File: src/rtl/prp_pkg.sv
package prp_pkg;

  typedef logic [63:0] addr_t;

  typedef enum logic [2:0] {
    S_IDLE, S_FIRST, S_DIRECT, S_FETCH, S_WAIT, S_EMIT, S_DRAIN
  } walk_st_t;

  // bytes in one memory page for a page-size code
  function automatic logic [63:0] page_bytes(input logic [3:0] code);
    return 64'd1 << (32'd12 + 32'(code));
  endfunction

  // bytes from a pointer up to the end of its page
  function automatic logic [63:0] room_in_page(input addr_t p, input logic [63:0] pg);
    return pg - (p & (pg - 64'd1));
  endfunction

  function automatic logic [63:0] min64(input logic [63:0] a, input logic [63:0] b);
    return (a < b) ? a : b;
  endfunction

  // a usable page pointer is nonzero and starts a page
  function automatic logic page_ok(input addr_t p, input logic [63:0] pg);
    return (p != 64'd0) && ((p & (pg - 64'd1)) == 64'd0);
  endfunction

endpackage

File: src/rtl/prp_list_reader.sv
// Issues one table-entry read and returns the word.
module prp_list_reader (
  input  logic        clk,
  input  logic        rst_n,
  input  logic        go,
  input  logic [63:0] go_addr,
  output logic        rd_req_valid,
  input  logic        rd_req_ready,
  output logic [63:0] rd_req_addr,
  input  logic        rd_rsp_valid,
  input  logic [63:0] rd_rsp_data,
  output logic        got,
  output logic [63:0] got_data
);
  typedef enum logic [1:0] {R_IDLE, R_REQ, R_RSP} rd_st_t;
  rd_st_t st;
  logic [63:0] addr_q;

  always_ff @(posedge clk or negedge rst_n) begin
    if (!rst_n) begin
      st     <= R_IDLE;
      addr_q <= '0;
    end else begin
      case (st)
        R_IDLE: if (go) begin
          addr_q <= go_addr;
          st     <= R_REQ;
        end
        R_REQ:  if (rd_req_ready) st <= R_RSP;
        R_RSP:  if (rd_rsp_valid) st <= R_IDLE;
        default: st <= R_IDLE;
      endcase
    end
  end

  assign rd_req_valid = (st == R_REQ);
  assign rd_req_addr  = addr_q;
  assign got          = (st == R_RSP) && rd_rsp_valid;
  assign got_data     = rd_rsp_data;
endmodule

File: src/rtl/prp_seg_slot.sv
// One-entry output register with valid/ready hold.
module prp_seg_slot #(
  parameter int LEN_W = 32
) (
  input  logic             clk,
  input  logic             rst_n,
  input  logic             load,
  input  logic [63:0]      load_addr,
  input  logic [LEN_W-1:0] load_len,
  output logic             free,
  output logic             empty,
  output logic             seg_valid,
  input  logic             seg_ready,
  output logic [63:0]      seg_addr,
  output logic [LEN_W-1:0] seg_len
);
  assign free  = !seg_valid || seg_ready;
  assign empty = !seg_valid;

  always_ff @(posedge clk or negedge rst_n) begin
    if (!rst_n) begin
      seg_valid <= 1'b0;
      seg_addr  <= '0;
      seg_len   <= '0;
    end else if (load && free) begin
      seg_valid <= 1'b1;
      seg_addr  <= load_addr;
      seg_len   <= load_len;
    end else if (seg_ready) begin
      seg_valid <= 1'b0;
    end
  end
endmodule

File: src/rtl/prp_walker.sv
module prp_walker
  import prp_pkg::*;
#(
  parameter int LEN_W = 32,
  parameter int MPS_W = 4
) (
  input  logic             clk,
  input  logic             rst_n,
  input  logic             start,
  input  logic [LEN_W-1:0] xfer_len,
  input  logic [63:0]      ptr1,
  input  logic [63:0]      ptr2,
  input  logic [MPS_W-1:0] mps,
  output logic             busy,
  output logic             done,
  output logic             bad_field,
  output logic             no_retry,
  output logic             seg_valid,
  input  logic             seg_ready,
  output logic [63:0]      seg_addr,
  output logic [LEN_W-1:0] seg_len,
  output logic             rd_req_valid,
  input  logic             rd_req_ready,
  output logic [63:0]      rd_req_addr,
  input  logic             rd_rsp_valid,
  input  logic [63:0]      rd_rsp_data
);
  // slots per table page reach 2^(9+max code)
  localparam int IDX_W = 9 + (1 << MPS_W) - 1;
  localparam int XW    = 64 - LEN_W;

  walk_st_t         st;
  logic [LEN_W-1:0] len_q, rem_q;
  logic [63:0]      p1_q, p2_q, base_q, ent_q;
  logic [MPS_W-1:0] mps_q;
  logic [IDX_W-1:0] idx_q;
  logic             done_q, bad_q;

  // named internal events, also watched by the checker
  logic             slot_free, slot_empty;
  logic             seg_load, load_is_list, error_hit, fetch_go;
  logic             got, entry_is_link;
  logic [63:0]      got_data, ld_addr, fetch_addr;
  logic [LEN_W-1:0] ld_len, first_len, rem_after_first, emit_len, pg_len;
  logic [63:0]      pg64, rem64, last_idx64;

  assign pg64            = page_bytes(4'(mps_q));
  assign pg_len          = LEN_W'(pg64);
  assign rem64           = {{XW{1'b0}}, rem_q};
  assign first_len       = LEN_W'(min64({{XW{1'b0}}, len_q}, room_in_page(p1_q, pg64)));
  assign rem_after_first = len_q - first_len;
  assign emit_len        = LEN_W'(min64(rem64, pg64));
  assign last_idx64      = (pg64 >> 3) - 64'd1;
  assign fetch_addr      = base_q + {{(64-IDX_W-3){1'b0}}, idx_q, 3'b000};
  // last slot with more than a page left is a link
  assign entry_is_link   = ({{(64-IDX_W){1'b0}}, idx_q} == last_idx64) && (rem64 > pg64);

  always_comb begin
    seg_load     = 1'b0;
    load_is_list = 1'b0;
    ld_addr      = p1_q;
    ld_len       = first_len;
    fetch_go     = 1'b0;
    error_hit    = 1'b0;
    case (st)
      S_IDLE:  error_hit = start && (ptr1 == 64'd0);
      S_FIRST: if (len_q != '0 && slot_free) begin
        seg_load  = 1'b1;
        error_hit = (rem_after_first != '0) && (p2_q == 64'd0);
      end
      S_DIRECT: begin
        load_is_list = 1'b1;
        ld_addr      = p2_q;
        ld_len       = rem_q;
        if (!page_ok(p2_q, pg64)) error_hit = 1'b1;
        else if (slot_free)       seg_load  = 1'b1;
      end
      S_FETCH: fetch_go = 1'b1;
      S_WAIT:  error_hit = got && !page_ok(got_data, pg64);
      S_EMIT: begin
        load_is_list = 1'b1;
        ld_addr      = ent_q;
        ld_len       = emit_len;
        seg_load     = slot_free;
      end
      default: ;
    endcase
  end

  always_ff @(posedge clk or negedge rst_n) begin
    if (!rst_n) begin
      st     <= S_IDLE;
      len_q  <= '0;
      rem_q  <= '0;
      p1_q   <= '0;
      p2_q   <= '0;
      base_q <= '0;
      ent_q  <= '0;
      mps_q  <= '0;
      idx_q  <= '0;
      done_q <= 1'b0;
      bad_q  <= 1'b0;
    end else begin
      done_q <= 1'b0;
      case (st)
        S_IDLE: if (start) begin
          len_q <= xfer_len;
          p1_q  <= ptr1;
          p2_q  <= ptr2;
          mps_q <= mps;
          bad_q <= error_hit;
          st    <= error_hit ? S_DRAIN : S_FIRST;
        end
        S_FIRST: begin
          if (len_q == '0) st <= S_DRAIN;
          else if (slot_free) begin
            rem_q <= rem_after_first;
            if (rem_after_first == '0) st <= S_DRAIN;
            else if (error_hit) begin
              bad_q <= 1'b1;
              st    <= S_DRAIN;
            end else if (rem_after_first <= pg_len) st <= S_DIRECT;
            else begin
              base_q <= p2_q;
              idx_q  <= '0;
              st     <= S_FETCH;
            end
          end
        end
        S_DIRECT: begin
          if (error_hit) begin
            bad_q <= 1'b1;
            st    <= S_DRAIN;
          end else if (slot_free) begin
            rem_q <= '0;
            st    <= S_DRAIN;
          end
        end
        S_FETCH: st <= S_WAIT;
        S_WAIT: if (got) begin
          if (error_hit) begin
            bad_q <= 1'b1;
            st    <= S_DRAIN;
          end else if (entry_is_link) begin
            base_q <= got_data;
            idx_q  <= '0;
            st     <= S_FETCH;
          end else begin
            ent_q <= got_data;
            st    <= S_EMIT;
          end
        end
        S_EMIT: if (slot_free) begin
          rem_q <= rem_q - emit_len;
          idx_q <= idx_q + 1'b1;
          st    <= (rem_q == emit_len) ? S_DRAIN : S_FETCH;
        end
        S_DRAIN: if (slot_empty) begin
          done_q <= 1'b1;
          st     <= S_IDLE;
        end
        default: st <= S_IDLE;
      endcase
    end
  end

  assign busy      = (st != S_IDLE);
  assign done      = done_q;
  assign bad_field = bad_q;
  assign no_retry  = bad_q;

  prp_list_reader u_rd (
    .clk(clk), .rst_n(rst_n), .go(fetch_go), .go_addr(fetch_addr),
    .rd_req_valid(rd_req_valid), .rd_req_ready(rd_req_ready), .rd_req_addr(rd_req_addr),
    .rd_rsp_valid(rd_rsp_valid), .rd_rsp_data(rd_rsp_data),
    .got(got), .got_data(got_data)
  );

  prp_seg_slot #(.LEN_W(LEN_W)) u_slot (
    .clk(clk), .rst_n(rst_n), .load(seg_load), .load_addr(ld_addr), .load_len(ld_len),
    .free(slot_free), .empty(slot_empty),
    .seg_valid(seg_valid), .seg_ready(seg_ready), .seg_addr(seg_addr), .seg_len(seg_len)
  );
endmodule

File: config.mk
export PLATFORM = sky130hd
export DESIGN_NAME = prp_walker
export DESIGN_NICKNAME = d
export VERILOG_FILES = /design/src/rtl/prp_pkg.sv /design/src/rtl/prp_list_reader.sv /design/src/rtl/prp_seg_slot.sv /design/src/rtl/prp_walker.sv
export SDC_FILE = /design/constraint.sdc
export NUM_CORES = 1
export LEC_CHECK = 0
export BUFFER_PORTS_ARGS = -buffer_cell sky130_fd_sc_hd__buf_2
export CAP_MARGIN = 20
export CORE_AREA = 2 2 263 265
export DETAILED_ROUTE_END_ITERATION = 16
export DIE_AREA = 0 0 265 267
export PLACE_DENSITY_LB_ADDON = 0.08
export SYNTH_ARGS = -nofsm -noshare
export SYNTH_HDL_FRONTEND = slang
export SYNTH_SLANG_ARGS = --single-unit
File: constraint.sdc
create_clock -name clk -period 49.5 [get_ports clk]
set_clock_uncertainty 0.15 [all_clocks]
set_input_delay 4.95 -clock clk [delete_from_list [all_inputs] [get_ports clk]]
set_output_delay 4.95 -clock clk [all_outputs]
set_load 0.005 [all_outputs]
==> impl_metrics.toml <==
[route]
detailedRoute.firstPassIterationCount = 7
drtIter0Drc = 5006
vias_per_cell = 6.64
routed_wl_mm = 159
dr_total_vias = 37700
routed_wire_length_per_instance_um = 28.0
antenna_left = 0
post-route-drc-count = 0

[setup_path]
crit_type = "register to register"
worst-r2r-cell-count = 67
cp_slowest_stage_delay_ns = 0.96
timing_endpoint_of_the_critical_path = "base_q[61]"
crit_start = "mps_q[2]"
crit_path_top_delay_cell = "a31oi_2"
worstSetupEndpointType = "register"
critPathRequiredTime_ns = 49.90
start_kind = "register"
critical_path.reg2reg.endpoint = "base_q[61]"
crit-reg2reg-launch = "mps_q[2]"
critical-path-top-cell-by-count = "ha_1"
rrSetupSlack_ns = 30.46
worst-path-max-fanout = 49
crit_arrival_ns = 19.43

[floorplanning]
dieWidth_um = 265
core_area_um2 = 68000
floorplan.initialDensity_pct = 54.7
fp.dieArea_um2 = 70800
die_height_um = 267
placement_rows = 96
top_level_ports = 400

[cells_and_area]
top_library_cells_by_usage_in_the_layout_fill_and_taps_aside = "864 x nand2_1, 516 x dfrtp_1, 398 x buf_2"
layout-drive-gt1-share_pct = 17.5
areaGrowthSynthToFinish_pct = 12.1
fin_util_pct = 61.3
layout.cells.most_common = "nand2_1"
nets = 5168

[sta]
layout_worst_path_cycle_share_pct = 38.5
hold_viol_final = 0
grt_setup_unrepaired = "false"
final_critical_path_time_including_i_o_delays_and_setup_ns = 19.04
maxSlewViolCount = 0
timing.final.setup_violations = 0
finalSetupTns_ns = 0
finalWorstSetupSlack_ns = 30.46
worst_slew_pin_slew_ns = 1.23
relSlewSlack_pct = 17.7
max_clock_freq_mhz = 52.5
hold-worst-slack_ns = 0.316

[clock_network]
clk_root_buffer_cell = "clkbuf_16"
clock_sinks = 516
path_clk_slew_ns = 0.07
total_cts_buffers = 56
post-cts-setup-buffers = 0
cts_hold_repair.buffers = 0
cts_max_level = 2
cts.repair.resized = 0
cts_tree = "built"
clk_latency_ns = 0.67
clockBufferDepth = 3

[synthesis]
synthFlopType = "dfrtp_1"
synthesis.area_um2 = 37200
mappedNetlistNets = 4916
synth.yosys.seq_area_share_pct = 34.7
synth_enable_flop_cells = 0
synth.lib_cells_used.distinct = 115
synth-seq-cells = 516
async_reset_ff_share_pct = 100
postSynthAreaPerCell_um2 = 8.27
synth-warning-count = 0
post_synthesis_cells = 4492

[outcome]
run_status = "completed"

[global_routing]
grt_use_total_pct = 44.0
global_route.overflow_total = 0
via_count_of_the_first_global_routing_pass = 35100
grt_max_degree = 183
grt_antenna_before_repair = 17
grt_first_pass_wirelength_mm = 232

[place]
hpwl_mm = 122
dp_slack_ns = 30.53
gp_congestion = 1.09
portBuffers = 399

[pwr]
pwr_density_cell_nw_per_um2 = 93.7
design_power_total_mw = 3.90
clockPowerShare_pct = 11.5
share_of_total_power_in_sequential_cells_pct = 22.0
cellInternalPower_mw = 1.82
p_leak_nw = 19.1
ir_worst_vdd_mv = 0.0453
combinationalPowerShare_pct = 66.5
p_sw_share_pct = 53.3
total_switching_power_mw = 2.08

[run]
maxCapViolations = 0

[worst_hold_path]
hp-class = "register to register"
[critical path: cells and delay by family (launching register included)]
family                   cells  cell delay (ns)
flip-flops                   1             0.38
AO/OA/AOI/OAI               26             6.62
multiplexers                 1             0.39
adder cells (fa/ha/maj)      9             3.36
AND/OR/NAND/NOR             20             4.37
buffers and inverters        9             2.73
XOR/XNOR                     2             0.75
[power by group through the flow]
stage	clock network [mW]	logic [mW]	registers [mW]
after floorplan	0	1.73	0.747
after global placement	0	2.49	0.847
after detailed placement	0	2.50	0.849
after CTS	0.451	2.51	0.845
after global routing	0.468	2.78	0.869
final	0.449	2.59	0.859
[cells in the mapped netlist, types with 15 or more instances]
master / instances / area (um2)
nand2_1: 867 / 3250
dfrtp_1: 516 / 12900
nor2_1: 358 / 1340
a21oi_1: 280 / 1400
o21ai_0: 234 / 1170
clkbuf_1: 208 / 781
ha_1: 188 / 2350
mux2_2: 143 / 1610
inv_1: 114 / 428
a31oi_1: 108 / 676
a22oi_1: 102 / 766
nand3_1: 94 / 470
xnor2_1: 86 / 753
xor2_1: 82 / 718
nor3_1: 76 / 380
nor4_1: 67 / 419
nand2b_1: 64 / 400
nand4_1: 61 / 382
and3_1: 57 / 357
o31ai_1: 53 / 398
a21o_1: 52 / 390
nor2b_1: 46 / 288
and2_1: 36 / 225
mux2_4: 30 / 450
or3_1: 29 / 181
a221oi_1: 25 / 219
a211oi_1: 24 / 180
o221a_2: 24 / 270
or2_2: 24 / 150
buf_2: 21 / 105
a21boi_0: 20 / 150
o211ai_1: 19 / 143
mux2_1: 18 / 203
o21a_1: 18 / 135
o22ai_1: 18 / 113
nand3b_1: 15 / 113
[per-stage QoR]
stage,instances,cell area [um2]
after floorplan,4492,37200
after global placement,5564,39700
after detailed placement,5566,39700
after CTS,5672,41600
after global routing,5676,41600
final,5680,41700
[worst min-delay path by stage]
stage,end,from,depth (start not counted),slack (ns)
finish,u_rd.rd_req_addr[26],u_rd.rd_req_addr[26],2,0.32
CTS,u_rd.rd_req_addr[26],u_rd.rd_req_addr[26],2,0.32
detailed placement,u_rd.rd_req_addr[26],u_rd.rd_req_addr[26],2,0.30
global route,u_rd.rd_req_addr[2],u_rd.rd_req_addr[2],2,0.35
floorplan,u_rd.rd_req_addr[0],base_q[0],2,0.28
global placement,u_rd.rd_req_addr[26],u_rd.rd_req_addr[26],2,0.31
[area by class of cell]
| class | count | area [um2] |
|---|---|---|
| inverters | 120 | 450 |
| fillers | 6173 | 26300 |
| well taps | 882 | 1100 |
| multi-input cells | 3597 | 22800 |
| diodes | 6 | 15.0 |
| clock buffers | 83 | 1640 |
| repair buffers | 453 | 2440 |
| flip-flops and latches | 516 | 12900 |
| clock inverters | 23 | 310 |
[kinds of logic (layout without fill, tap and decap cells)]
| logic type | count (synthesis) | count (layout) | synth area share [%] |
|---|---|---|---|
| other | 0 | 6 | 0 |
| multiplexers | 205 | 205 | 6.50 |
| flip-flops | 516 | 516 | 34.7 |
| XOR/XNOR | 168 | 168 | 3.96 |
| adder cells (fa/ha/maj) | 202 | 202 | 6.76 |
| AND/OR/NAND/NOR | 1885 | 1885 | 23.7 |
| AO/OA/AOI/OAI | 1137 | 1137 | 20.2 |
| buffers and inverters | 379 | 679 | 4.19 |
[state kept, by name, summed over array words and instances (netlist names)]
| register | flops |
|---|---|
| len_q | 32 |
| u_slot.seg_valid | 1 |
| mps_q | 4 |
| idx_q | 24 |
| rem_q | 32 |
| st | 3 |
| u_slot.seg_len | 32 |
| p2_q | 64 |
| u_rd.rd_req_addr | 64 |
| u_slot.seg_addr | 64 |
| ent_q | 64 |
| bad_field | 1 |
| p1_q | 64 |
| u_rd.st | 2 |
| done | 1 |
| base_q | 64 |
[metal layers]
layer  vias up  GRT usage, %  part of all wire (%)  wire length, um
met5         -             0                 0.073              116
met1     18200          56.3                    38            61000
li1      16700             -                     -                -
met2      2293          67.7                    44            69500
met3       545          10.0                    11            16700
met4        18          27.5                   7.4            11800
Note: power is estimated with default switching activity, not from simulation.
